<file path="src/rtl/rcc_pkg.sv">
package rcc_pkg;

    localparam int ADJ_W  = 8;
    localparam int SPAN_W = 8;
    localparam int WORD_W = ADJ_W + SPAN_W;

    typedef enum logic [1:0] {
        ST_PLAIN  = 2'd0,
        ST_COUNT  = 2'd1,
        ST_ADJUST = 2'd2
    } rcc_state_e;

    typedef struct packed {
        logic [SPAN_W-1:0]        span;
        logic signed [ADJ_W-1:0]  adj;
    } rcc_word_t;

    function automatic logic word_active(input rcc_word_t w);
        return (w.span != '0) && (w.adj != '0);
    endfunction

    function automatic rcc_state_e entry_state(input rcc_word_t w);
        if (!word_active(w))
            return ST_PLAIN;
        else if (w.span == SPAN_W'(1))
            return ST_ADJUST;
        else
            return ST_COUNT;
    endfunction

endpackage

</file>
<file path="src/rtl/rcc_cycle_counter.sv">
module rcc_cycle_counter #(
    parameter int CW = 17
) (
    input  logic          clk,
    input  logic          rst_n,
    input  logic [CW-1:0] term,
    output logic [CW-1:0] cnt,
    output logic [CW-1:0] cnt_next,
    output logic          at_term
);

    assign at_term  = (cnt >= term);
    assign cnt_next = at_term ? '0 : cnt + CW'(1);

    always_ff @(posedge clk or negedge rst_n) begin
        if (!rst_n)
            cnt <= '0;
        else
            cnt <= cnt_next;
    end

endmodule

</file>
<file path="src/rtl/rcc_interval_fsm.sv">
module rcc_interval_fsm
    import rcc_pkg::*;
#(
    parameter int CYC_PER_SEC = 32768,
    parameter int CW          = 17
) (
    input  logic              clk,
    input  logic              rst_n,
    input  logic              at_term,
    input  logic              comp_load,
    input  logic [WORD_W-1:0] comp_word,
    output logic [CW-1:0]     term,
    output rcc_state_e        state,
    output logic [SPAN_W-1:0] sec_idx,
    output logic [SPAN_W-1:0] span_act
);

    localparam logic [CW-1:0] NOM_LAST = CW'(CYC_PER_SEC - 1);

    rcc_state_e        state_q, state_n;
    rcc_word_t         act_q, act_n;
    rcc_word_t         pend_q, pend_n;
    logic              pend_v_q, pend_v_n;
    logic [SPAN_W-1:0] idx_q, idx_n;
    rcc_word_t         incoming;
    logic              take_word;
    logic [CW-1:0]     adj_ext;

    assign incoming  = comp_load ? rcc_word_t'(comp_word) : pend_q;
    assign take_word = comp_load | pend_v_q;

    // next-state logic
    always_comb begin
        state_n  = state_q;
        act_n    = act_q;
        pend_n   = pend_q;
        pend_v_n = pend_v_q;
        idx_n    = idx_q;
        if (at_term) begin
            if (take_word) begin
                act_n    = incoming;
                pend_v_n = 1'b0;
                idx_n    = '0;
                state_n  = entry_state(incoming);
            end else begin
                unique case (state_q)
                    ST_PLAIN: begin
                        state_n = ST_PLAIN;
                    end
                    ST_COUNT: begin
                        idx_n = idx_q + SPAN_W'(1);
                        if (idx_q + SPAN_W'(1) == act_q.span - SPAN_W'(1))
                            state_n = ST_ADJUST;
                    end
                    ST_ADJUST: begin
                        idx_n   = '0;
                        state_n = (act_q.span == SPAN_W'(1)) ? ST_ADJUST : ST_COUNT;
                    end
                    default: begin
                        state_n = ST_PLAIN;
                    end
                endcase
            end
        end else if (comp_load) begin
            pend_n   = rcc_word_t'(comp_word);
            pend_v_n = 1'b1;
            idx_n    = '0;
        end
    end

    // state register
    always_ff @(posedge clk or negedge rst_n) begin
        if (!rst_n) begin
            state_q  <= ST_PLAIN;
            act_q    <= '0;
            pend_q   <= '0;
            pend_v_q <= 1'b0;
            idx_q    <= '0;
        end else begin
            state_q  <= state_n;
            act_q    <= act_n;
            pend_q   <= pend_n;
            pend_v_q <= pend_v_n;
            idx_q    <= idx_n;
        end
    end

    // outputs
    assign adj_ext = {{(CW-ADJ_W){act_q.adj[ADJ_W-1]}}, act_q.adj};

    always_comb begin
        unique case (state_q)
            ST_ADJUST: term = NOM_LAST - adj_ext;
            ST_COUNT:  term = NOM_LAST;
            ST_PLAIN:  term = NOM_LAST;
            default:   term = NOM_LAST;
        endcase
    end

    assign state    = state_q;
    assign sec_idx  = idx_q;
    assign span_act = act_q.span;

endmodule

</file>
<file path="src/rtl/rcc_tick_out.sv">
module rcc_tick_out #(
    parameter int CYC_PER_SEC = 32768,
    parameter int CW          = 17
) (
    input  logic          clk,
    input  logic          rst_n,
    input  logic          at_term,
    input  logic [CW-1:0] cnt_next,
    output logic          sec_tick,
    output logic          clk_1hz
);

    localparam logic [CW-1:0] HALF = CW'(CYC_PER_SEC / 2);

    always_ff @(posedge clk or negedge rst_n) begin
        if (!rst_n) begin
            sec_tick <= 1'b0;
            clk_1hz  <= 1'b1;
        end else begin
            sec_tick <= at_term;
            clk_1hz  <= (cnt_next < HALF);
        end
    end

endmodule

</file>
<file path="src/rtl/rtc_coarse_comp.sv">
module rtc_coarse_comp
    import rcc_pkg::*;
#(
    parameter int CYC_PER_SEC = 32768
) (
    input  logic        clk_xtal,
    input  logic        rst_n,
    input  logic [15:0] comp_word,
    input  logic        comp_load,
    output logic        sec_tick,
    output logic        clk_1hz
);

    localparam int CW = $clog2(CYC_PER_SEC + (1 << (ADJ_W-1)) + 1) + 1;

    logic [CW-1:0]     term;
    logic [CW-1:0]     cnt;
    logic [CW-1:0]     cnt_next;
    logic              at_term;
    rcc_state_e        state;
    logic [SPAN_W-1:0] sec_idx;
    logic [SPAN_W-1:0] span_act;

    rcc_cycle_counter #(.CW(CW)) u_cnt (
        .clk      (clk_xtal),
        .rst_n    (rst_n),
        .term     (term),
        .cnt      (cnt),
        .cnt_next (cnt_next),
        .at_term  (at_term)
    );

    rcc_interval_fsm #(.CYC_PER_SEC(CYC_PER_SEC), .CW(CW)) u_fsm (
        .clk       (clk_xtal),
        .rst_n     (rst_n),
        .at_term   (at_term),
        .comp_load (comp_load),
        .comp_word (comp_word),
        .term      (term),
        .state     (state),
        .sec_idx   (sec_idx),
        .span_act  (span_act)
    );

    rcc_tick_out #(.CYC_PER_SEC(CYC_PER_SEC), .CW(CW)) u_out (
        .clk      (clk_xtal),
        .rst_n    (rst_n),
        .at_term  (at_term),
        .cnt_next (cnt_next),
        .sec_tick (sec_tick),
        .clk_1hz  (clk_1hz)
    );

endmodule

</file>
<file path="config.mk">
export PLATFORM = sky130hd
export DESIGN_NAME = rtc_coarse_comp
export DESIGN_NICKNAME = d
export VERILOG_FILES = /design/src/rtl/rcc_pkg.sv /design/src/rtl/rcc_cycle_counter.sv /design/src/rtl/rcc_interval_fsm.sv /design/src/rtl/rcc_tick_out.sv /design/src/rtl/rtc_coarse_comp.sv
export SDC_FILE = /design/constraint.sdc
export NUM_CORES = 1
export LEC_CHECK = 0
export BUFFER_PORTS_ARGS = -buffer_cell sky130_fd_sc_hd__buf_2
export CORE_MARGIN = 2
export CORE_UTILIZATION = 34
export CTS_CLUSTER_DIAMETER = 50
export DETAILED_ROUTE_END_ITERATION = 7
export PLACE_DENSITY = 0.58
export SYNTH_ARGS = -nofsm -noshare
export SYNTH_HDL_FRONTEND = slang
export SYNTH_SLANG_ARGS = --single-unit
</file>
<file path="constraint.sdc">
create_clock -name clk_xtal -period 2.6 [get_ports clk_xtal]
set_input_delay 0.39 -clock clk_xtal [delete_from_list [all_inputs] [get_ports clk_xtal]]
set_output_delay 0.39 -clock clk_xtal [all_outputs]
set_load 0.03 [all_outputs]
</file>
==> results.cfg <==
[outcome]
outcome = finished, violations left
failed_checks = negative setup slack

[sta]
actual_slew_at_the_worst_max_slew_pin_ns = 0.870
slew_headroom_pct = 42.0
finalSetupViolCount = 22
finalCritPeriodShare_pct = 101
grt_setup_unrepaired = yes
upper_clock_frequency_limit_ghz = 0.380
report.final.hold_viol_count = 0
slew_viol_final = 0
final.setup.worst_slack_ns = -0.0301
period_minus_slack_ns = 2.63
skew_ns = 0.00805

[power]
internal_power_mw = 1.53
power_switching_uw = 480
combinational_share_of_power_pct = 8.0
switching_share_pct = 23.9
vdd_ir_max_mv = 0.315
sequentialPowerShare_pct = 50.4
power_per_cell_area_nw_per_um2 = 427
p_clk_share_pct = 41.6
leak_pwr_nw = 2.10

[logic_synthesis]
syn-instance-count = 364
post-synth-top-count-cell = dfrtp_1
synth_ff_type = dfrtp_1
avg_cell_area_syn_um2 = 10.2
yosysSeqAreaShare_pct = 41.7
mappedNetlistArea_um2 = 3720
syn_nets = 397
synth.top_cells.by_area = dfrtp_1 41%, ha_1 4.7%, mux2_4 4.0%
ys_ff_latch = 62
yosys_warnings = 0
synth_common_cells = 61 x dfrtp_1, 38 x nor2_1, 30 x nand2_1
postSynth.asyncResetShare_pct = 100
synth.lib_cells_used.distinct = 60
post_synth_edffs = 0
post-synth-top-area-cell = dfrtp_1
synth_top_cell_area_share_pct = 41.0

[drt]
drc = 0
routedWlPerCell_um = 15.3
num_vias = 2839
drt-initial-drc-count = 88
drt-pass1-iter-count = 7
totalWireLength_um = 8380
ant_nets = 0
viasPerCell = 5.17

[clocking]
htreeDepth = 3
clk-insertion-delay-late_ns = 0.35
cts_tree = built
cts_buffers = 9
clk_transition_reported_paths_ns = 0.07
cts.hold.buffers_added = 0
cts_root_buffer = clkbuf_8
cts_buffer_depth = 2
cts.sinks = 62

[cells_and_area]
finalNetCount = 438
area_growth_pct = 26.6
final_cells = 549
postLayoutCoreUtil_pct = 43.8
drive_gt1_share_pct = 31.5
antenna_cells = 0
fillers = 1062

[place]
buffer_ports.inserted = 20
post-place-cells = 521
detailedPlacementHpwl_um = 5490
finalWeightedCongestion = 0.758

[critical_path]
cpMaxStageDelayCell = a311o_2
critical-path-top-cell-by-count = ha_4
crit_path_start_kind = flop
worst-endpoint-required_ns = 2.83
critical_path.endpoint_type = flop
crit_arrival_ns = 2.86
path_delay_family = compound AO/OA/AOI/OAI gates
worstPathBufferInverterCount = 5
r2r_slack_ns = -0.03
critical_path_cell_sequence = inv_2 -> ha_4 -> buf_6 -> nand2_4 -> ha_4 -> and3_4 -> nand3_2 -> a311o_2 -> a21oi_4 -> buf_12 -> buf_8 -> clkbuf_16 -> o21ai_2 -> a22o_1
critical_path_class = flop to flop
crit_path_max_fanout = 8
peak_per_stage_delay_on_the_critical_path_ns = 0.40

[floorplanning]
top_level_ports = 21
vertical_die_dimension_um = 109
chipWidth_um = 109
core_region_area_um2 = 10700
rows = 38
dieArea_um2 = 11800
start_util_pct = 34.6

[min_path]
hold_path_class = primary input to asynchronous set/reset pin

[global_route]
wire_length_of_the_first_global_routing_pass_um = 13800
antenna_found_initial = 0
globalRouteOverflowTotal = 0
via_count_of_the_first_global_routing_pass = 2814
global_route.usage.total_pct = 15.1
maximum_number_of_pins_on_one_net_before_global_route_repair = 37

[flow_run]
drv_cap = 0
==> path summary, 6_finish.rpt <==
path	from	end	depth (start not counted)
min in group clk_xtal	comp_word[8]	u_fsm.pend_q[8]	2
hold / removal	rst_n	u_fsm.sec_idx[0]	1
setup reg to reg	u_fsm.state[0]	u_fsm.act_q[6]	14
hold reg to reg	u_fsm.pend_q[8]	u_fsm.pend_q[8]	1
max in group asynchronous	rst_n	u_fsm.pend_q[3]	2
setup / recovery	u_fsm.state[0]	u_fsm.act_q[6]	14
==> placed cells by master, fill, tap and decap left out, types with 10 or more instances in the layout <==
cell,synthesis,routed
xor2_1,14,14
mux2_4,10,17
nor2_1,38,38
nand2_1,30,28
a22o_1,11,11
clkbuf_8,1,10
xnor2_1,15,15
buf_4,0,17
inv_1,15,14
nand3b_1,15,15
dfrtp_1,61,61
buf_2,4,20
==> state kept, by name (all words and copies together), names as in the netlist <==
name	flops
u_fsm.act_q	8
u_fsm.span_act	8
u_fsm.sec_idx	8
u_out.sec_tick	1
u_fsm.pend_v_q	1
u_fsm.pend_q	16
u_out.clk_1hz	1
u_fsm.state	2
u_cnt.cnt	17
==> kinds of logic (layout without fill, tap and decap cells) <==
| logic type | count (synthesis) | count (layout) | synth area share (%) |
|---|---|---|---|
| multiplexers | 22 | 22 | 7.53 |
| XOR/XNOR | 30 | 30 | 7.43 |
| flip-flops | 62 | 62 | 41.7 |
| adder cells (fa/ha/maj) | 14 | 14 | 4.71 |
| AO/OA/AOI/OAI | 60 | 61 | 13.0 |
| buffers and inverters | 33 | 76 | 4.40 |
| AND/OR/NAND/NOR | 143 | 144 | 21.2 |
==> worst reg2reg max path, delay by kind of cell, from the launching register on <==
family                   cells  cell delay [ns]
AO/OA/AOI/OAI                4             0.89
flip-flops                   1             0.39
adder cells (fa/ha/maj)      2             0.41
AND/OR/NAND/NOR              3             0.26
buffers and inverters        5             0.59
==> metrics by stage <==
| step | setup TNS (ns) | power (mW) | hold slack (ns) | setup WS [ns] | cell area [um2] |
|---|---|---|---|---|---|
| after floorplan | -1.32 | 1.11 | 0.0944 | -0.128 | 3800 |
| after global placement | -2.73 | 1.18 | 0.488 | -0.123 | 4060 |
| after detailed placement | -4.92 | 1.18 | 0.493 | -0.214 | 4060 |
| after CTS | -0.0295 | 2.04 | 0.174 | -0.0107 | 4490 |
| after global routing | -3.92 | 2.10 | 0.214 | -0.134 | 4710 |
| final | -0.233 | 2.01 | 0.159 | -0.0301 | 4710 |
==> per-layer routing <==
metal | vias up | wire, um | GRT usage [%]
met5 | - | 0 | 0
met4 | 0 | 146 | 5.31
met3 | 9 | 286 | 3.95
met2 | 43 | 3880 | 23.7
met1 | 1396 | 4060 | 20.2
li1 | 1391 | - | -
==> power groups by stage <==
stage	combinational (mW)	clock, mW	sequential [mW]
final	0.161	0.836	1.01
after global routing	0.180	0.908	1.02
after CTS	0.161	0.870	1.01
after detailed placement	0.147	0	1.03
after global placement	0.146	0	1.03
after floorplan	0.0903	0	1.02
==> final cells by class <==
cell class | count | area (um2) | share of cell area [%]
repair buffers | 46 | 420 | 8.93
clock buffers | 11 | 141 | 3.00
multi-input cells | 271 | 2320 | 49.2
well taps | 140 | 175 | 3.72
clock inverters | 4 | 47.5 | 1.01
flip-flops and latches | 62 | 1550 | 33.0
inverters | 15 | 56.3 | 1.20
==> what timing repair did <==
| item | CTS | global route |
|---|---|---|
| cloned | 3 | 3 |
| buffers inserted | 6 | 3 |
| endpoints found under the setup margin | 42 | 50 |
| pin swaps | 10 | 16 |
| gates resized for setup | 25 | 23 |
(Power assumes the default switching activity.)
